--- config.mk ---
export PLATFORM = sky130hd
export DESIGN_NAME = stop_recovery_seq
export DESIGN_NICKNAME = d
export VERILOG_FILES = /design/src/rtl/stop_seq_pkg.sv /design/src/rtl/stab_delay_ctr.sv /design/src/rtl/pll_lock_gate.sv /design/src/rtl/stop_recovery_seq.sv
export SDC_FILE = /design/constraint.sdc
export NUM_CORES = 1
export LEC_CHECK = 0
export ABC_AREA = 0
export BUFFER_PORTS_ARGS = -buffer_cell sky130_fd_sc_hd__buf_2
export CORE_UTILIZATION = 52
export CTS_CLUSTER_DIAMETER = 50
export DETAILED_ROUTE_END_ITERATION = 16
export GPL_TIMING_DRIVEN = 0
export PLACE_DENSITY = 0.72
export SYNTH_ARGS = -nofsm -noshare
export SYNTH_HDL_FRONTEND = slang
export SYNTH_SLANG_ARGS = --single-unit
--- constraint.sdc ---
create_clock -name clk -period 3.1 [get_ports clk]
set_input_delay 0.31 -clock clk [delete_from_list [all_inputs] [get_ports clk]]
set_output_delay 0.31 -clock clk [all_outputs]
set_load 0.01 [all_outputs]
--- src/rtl/stop_seq_pkg.sv ---
package stop_seq_pkg;

    typedef enum logic [1:0] {
        ST_RUN  = 2'd0,
        ST_HALT = 2'd1,
        ST_WAKE = 2'd2,
        ST_GO   = 2'd3
    } seq_state_e;

    typedef struct packed {
        seq_state_e state;
        logic       keep_pll;
        logic       skip_dly;
        logic       pll_on;
        logic       wake_lvl;
    } seq_regs_t;

endpackage

--- src/rtl/stab_delay_ctr.sv ---
module stab_delay_ctr #(
    parameter int unsigned DELAY_CYCLES = 131072
) (
    input  logic clk,
    input  logic rst,
    input  logic clear,
    output logic count_done
);
    localparam int unsigned CW = (DELAY_CYCLES > 1) ? $clog2(DELAY_CYCLES) : 1;
    localparam logic [CW-1:0] LAST = CW'(DELAY_CYCLES - 1);

    logic [CW-1:0] cnt_d, cnt_q;

    always_comb begin
        cnt_d = cnt_q;
        if (clear) begin
            cnt_d = '0;
        end else if (cnt_q != LAST) begin
            cnt_d = cnt_q + 1'b1;
        end
    end

    always_ff @(posedge clk) begin
        if (rst) cnt_q <= '0;
        else     cnt_q <= cnt_d;
    end

    assign count_done = (cnt_q == LAST);

    // counter saturates at the terminal value
    a_r4_cnt_bounded: assert property (@(posedge clk) disable iff (rst)
        cnt_q <= LAST);

    // every recovery starts counting from zero
    a_r4_cnt_cleared: assert property (@(posedge clk) disable iff (rst)
        clear |=> (cnt_q == '0));

endmodule

--- src/rtl/pll_lock_gate.sv ---
module pll_lock_gate (
    input  logic clk,
    input  logic rst,
    input  logic clear,
    input  logic need_lock,
    input  logic pll_locked,
    output logic lock_done
);
    logic seen_d, seen_q;

    always_comb begin
        seen_d = seen_q;
        if (clear)           seen_d = 1'b0;
        else if (pll_locked) seen_d = 1'b1;
    end

    always_ff @(posedge clk) begin
        if (rst) seen_q <= 1'b0;
        else     seen_q <= seen_d;
    end

    assign lock_done = !need_lock || seen_q || pll_locked;

    // a lock seen during recovery is remembered
    a_r6_lock_sticky: assert property (@(posedge clk) disable iff (rst)
        (seen_q && !clear) |=> seen_q);

endmodule

--- src/rtl/stop_recovery_seq.sv ---
module stop_recovery_seq
    import stop_seq_pkg::*;
#(
    parameter int unsigned DELAY_CYCLES = 131072
) (
    input  logic clk,
    input  logic rst,
    input  logic stop_req,
    input  logic wake_irq,
    input  logic cfg_pll_en,
    input  logic cfg_pll_in_stop,
    input  logic cfg_no_delay,
    input  logic pll_locked,
    output logic osc_pd,
    output logic pll_pd,
    output logic core_release,
    output logic wake_serviced
);
    seq_regs_t r_d, r_q;

    logic in_recover;
    logic need_dly;
    logic need_lock;
    logic cnt_done;
    logic dly_ok;
    logic lock_done;

    assign in_recover = (r_q.state == ST_WAKE);
    assign need_dly   = !r_q.keep_pll && !r_q.skip_dly;
    assign need_lock  = r_q.pll_on && !r_q.keep_pll;
    assign dly_ok     = !need_dly || cnt_done;

    stab_delay_ctr #(.DELAY_CYCLES(DELAY_CYCLES)) u_ctr (
        .clk        (clk),
        .rst        (rst),
        .clear      (!in_recover),
        .count_done (cnt_done)
    );

    pll_lock_gate u_lock (
        .clk        (clk),
        .rst        (rst),
        .clear      (!in_recover),
        .need_lock  (need_lock),
        .pll_locked (pll_locked),
        .lock_done  (lock_done)
    );

    always_comb begin
        r_d = r_q;
        unique case (r_q.state)
            ST_RUN: begin
                if (stop_req) begin
                    r_d.state    = ST_HALT;
                    r_d.keep_pll = cfg_pll_in_stop;
                    r_d.skip_dly = cfg_no_delay;
                    r_d.pll_on   = cfg_pll_en;
                end
            end
            ST_HALT: begin
                if (wake_irq) r_d.state = ST_WAKE;
            end
            ST_WAKE: begin
                if (dly_ok && lock_done) begin
                    r_d.state    = ST_GO;
                    r_d.wake_lvl = wake_irq;
                end
            end
            ST_GO: begin
                r_d.state    = ST_RUN;
                r_d.wake_lvl = 1'b0;
            end
            default: r_d.state = ST_RUN;
        endcase
    end

    always_ff @(posedge clk) begin
        if (rst) begin
            r_q <= '{state: ST_RUN, keep_pll: 1'b0, skip_dly: 1'b0,
                     pll_on: 1'b0, wake_lvl: 1'b0};
        end else begin
            r_q <= r_d;
        end
    end

    assign osc_pd        = (r_q.state == ST_HALT) && !r_q.keep_pll;
    assign pll_pd        = (r_q.state == ST_HALT) && !r_q.keep_pll;
    assign core_release  = (r_q.state == ST_GO);
    assign wake_serviced = (r_q.state == ST_GO) && r_q.wake_lvl;

    // strobe lasts exactly one cycle
    a_r8_single_pulse: assert property (@(posedge clk) disable iff (rst)
        core_release |=> !core_release);

    // strobe only directly after recovery
    a_r8_after_recover: assert property (@(posedge clk) disable iff (rst)
        $rose(core_release) |-> ($past(r_q.state) == ST_WAKE));

    // wake input cannot leave the running state
    a_r10_run_holds: assert property (@(posedge clk) disable iff (rst)
        (r_q.state == ST_RUN && !stop_req) |=> (r_q.state == ST_RUN));

    // release with the count applied needs a finished counter
    a_r4_delay_met: assert property (@(posedge clk) disable iff (rst)
        ($rose(core_release) && !r_q.keep_pll && !r_q.skip_dly) |-> $past(cnt_done));

    // captured configuration stays fixed while asleep
    a_r2_cfg_held: assert property (@(posedge clk) disable iff (rst)
        (r_q.state == ST_HALT || r_q.state == ST_WAKE) |=>
            ($stable(r_q.keep_pll) && $stable(r_q.skip_dly) && $stable(r_q.pll_on)));

endmodule

==> results.yml <==
outcome:
  outcome: "finished, final reports clean"
power_and_ir_drop:
  pwr-share-comb_pct: 19.4
  p_sw_mw: 0.173
  leakage_nw: 0.518
  powerDensity_mw_per_mm2: 463
  ir_worst_vdd_mv: 0.293
  clkPwrFrac_pct: 26.7
  p_int_mw: 0.448
  power_mw: 0.621
  switching_share_pct: 27.8
  p_seq_share_pct: 53.8
synth:
  yosys.area.top_type_share_pct: 39.3
  syn-num-nets: 148
  synth_seq_area_share_pct: 39.3
  ys_warn_count: 0
  synth_edf_count: 0
  synthTopCellsByArea: "dfxtp_1 (39%), ha_1 (7.2%), xnor2_1 (6.5%), nor2_1 (5.8%), nor4_2 (4.1%)"
  avgSynthCellArea_um2: 9.18
  async_flop_share_pct: 0
  synthCells: 133
  ys.flop_type: "dfxtp_1"
  synth_cell_type_count: 37
  yosysTopAreaCell: "dfxtp_1"
  synth.most_common_cell: "dfxtp_1"
  synth_seq_cells: 24
  syn_area_mm2: 0.00122
  netlist_top_cells_count: "dfxtp_1 (24), nor2_1 (19), xnor2_1 (9)"
global_routing:
  grt_usage_pct: 19.4
  gr-total-overflow: 0
  antenna_found_initial: 0
  grt_pass1_vias: 853
  grt_pass1_wl_mm: 3.73
  grt_max_degree: 14
final_layout:
  area.growth.synth_to_final_pct: 9.94
  final_area_mm2: 0.00134
  drive_above_1_share_pct: 19.0
  final_util_pct: 60.7
  nets: 163
  n_antenna_cell: 0
  stdcell_count: 175
  filler_cell_count: 210
place:
  dp_cells: 171
  post_dp_cell_area_mm2: 0.00131
  port_buffers: 10
  hpwlAfterDp_mm: 1.54
  finalWeightedCongestion: 0.771
sta:
  fmax_ghz: 0.421
  setup_viol: 0
  clock_skew_ps: 7.73
  fin_tns_setup_ps: 0
  fin_crit_sh_pct: 76.6
  fin_crit_ps: 2370
  drv_slew: 0
  rsz0062_at_grt: "false"
  final-hold-violation-count: 0
  slew_headroom_pct: 70.4
  tightest_slew_ps: 444
worst_setup_path:
  cp_top_family: "simple AND/OR/NAND/NOR gates"
  crit_type: "flip-flop to flip-flop"
  r2r_start: "u_ctr.cnt_q[3]"
  slowest_stage: "or4_1"
  crit_arrival_ps: 2600
  cp.required_ps: 3330
  r2r_end: "r_q[4]"
  r2r_cells: 9
  critPathCaptureType: "flip-flop"
  crit_chain: "nand4_1 > buf_2 > nor4_1 > ha_1 > buf_6 > nor2_2 > o211a_4 > or4_1 > o31ai_1"
  path_buf_inv: 2
  cp_max_fo: 10
  startpoint_type: "flip-flop"
  ff2ff_setup_slack_ps: 730
  startpoint: "u_ctr.cnt_q[3]"
  max_stage_delay_ps: 480
cts:
  postCtsHoldBufs: 0
  max-clock-path-buffers: 2
  post_cts_buffers: 0
  cts_tree: "yes"
  cts_buffers: 3
  clk_pin_slew_ps: 130
  clkLatencyLatePin_ps: 320
  root_buffer: "clkbuf_4"
  cts_num_sinks: 24
  htreeDepth: 1
  cts_resized: 0
die:
  die-area_mm2: 0.00255
  die_x_um: 50.5
  core_mm2: 0.00221
  dieHeight_um: 50.5
  rows: 17
  pin_count: 12
  floorplan.initialDensity_pct: 55.2
routing:
  drc_errors: 0
  via_count: 897
  antenna_left: 0
  wl_per_cell_um: 12.0
  wl_mm: 2.10
  viasPerCell: 5.13
  drtIter0Drc: 7
  firstDrtPassIters: 4
min_path:
  whs_endpoint: "u_lock.seen_q"
  min_from: "pll_locked"
  hold_class: "primary input to flip-flop"
  holdPathStages: 3
job:
  maxCapViolations: 0
## cells in the final DEF (no fill, tap or decap), types with 2 or more instances in the layout
cell / instances
mux2i_1: 3
clkbuf_4: 3
nor2b_1: 2
ha_1: 7
a21oi_1: 5
nand2_1: 8
nand3_1: 6
nor3_1: 4
xor2_1: 4
o31ai_1: 2
buf_2: 13
xnor2_1: 9
or3_1: 2
nor2_1: 19
inv_1: 6
dfxtp_1: 24
nand4_1: 3
o21ai_0: 3
nor4_2: 4
## logic make-up after synthesis
group / after synthesis / synth area share [%]
mux: 3 / 2.46
compound gates: 13 / 7.38
fa+ha+maj: 7 / 7.17
flops: 24 / 39.3
simple gates: 60 / 29.1
xor+xnor: 13 / 9.32
buf+inv: 13 / 5.22
## metrics by stage
step | setup slack (ps) | hold slack (ps)
2_1_floorplan | 1000 | 426
3_3_place_gp | 802 | 447
3_5_place_dp | 758 | 449
4_1_cts | 716 | 199
5_1_grt | 542 | 189
6_report | 726 | 215
## final cells by class
cell class / count / area, um^2 / share of cell area (%)
Multi-Input combinational cell: 96 / 677 / 50.4
Timing Repair Buffer: 10 / 50.0 / 3.73
Tap cell: 28 / 35.0 / 2.61
Clock buffer: 4 / 36.3 / 2.70
Buffer: 6 / 37.5 / 2.80
Inverter: 7 / 26.3 / 1.96
Sequential cell: 24 / 480 / 35.8
## metal layers
| layer | vias to the layer above | global-route usage, % | routed length (um) | part of all wire [%] |
|---|---|---|---|---|
| met4 | 0 | 4.17 | 14 | 0.67 |
| met3 | 2 | 6.36 | 50 | 2.4 |
| met5 | - | 0 | 0 | 0 |
| met1 | 405 | 26.9 | 1120 | 53 |
| met2 | 6 | 29.1 | 914 | 44 |
| li1 | 484 | - | - | - |
## tightest hold or removal path, delay by kind of cell
family | cells | cell delay (ps)
and+or+nand+nor | 2 | 110
buffers and inverters | 1 | 90
## power groups by stage
stage	logic (mW)	clock network [mW]	registers [mW]
after global placement	0.115	0	0.341
after global routing	0.136	0.186	0.337
after CTS	0.121	0.172	0.335
final	0.121	0.166	0.335
after floorplan	0.0905	0	0.339
after detailed placement	0.120	0	0.342
## flip-flops by register name (all words and copies together), names as in the netlist
name	flops
u_ctr.cnt_q	17
r_q	6
u_lock.seen_q	1
## worst max-delay path by stage
stage	to	slack [ps]	cells past startpoint
floorplan	r_q[4]	1000	9
global placement	r_q[4]	800	9
detailed placement	r_q[4]	760	9
CTS	r_q[4]	720	9
global route	r_q[5]	540	9
finish	r_q[4]	730	9
No activity file was read; power rests on OpenSTA's default activity.
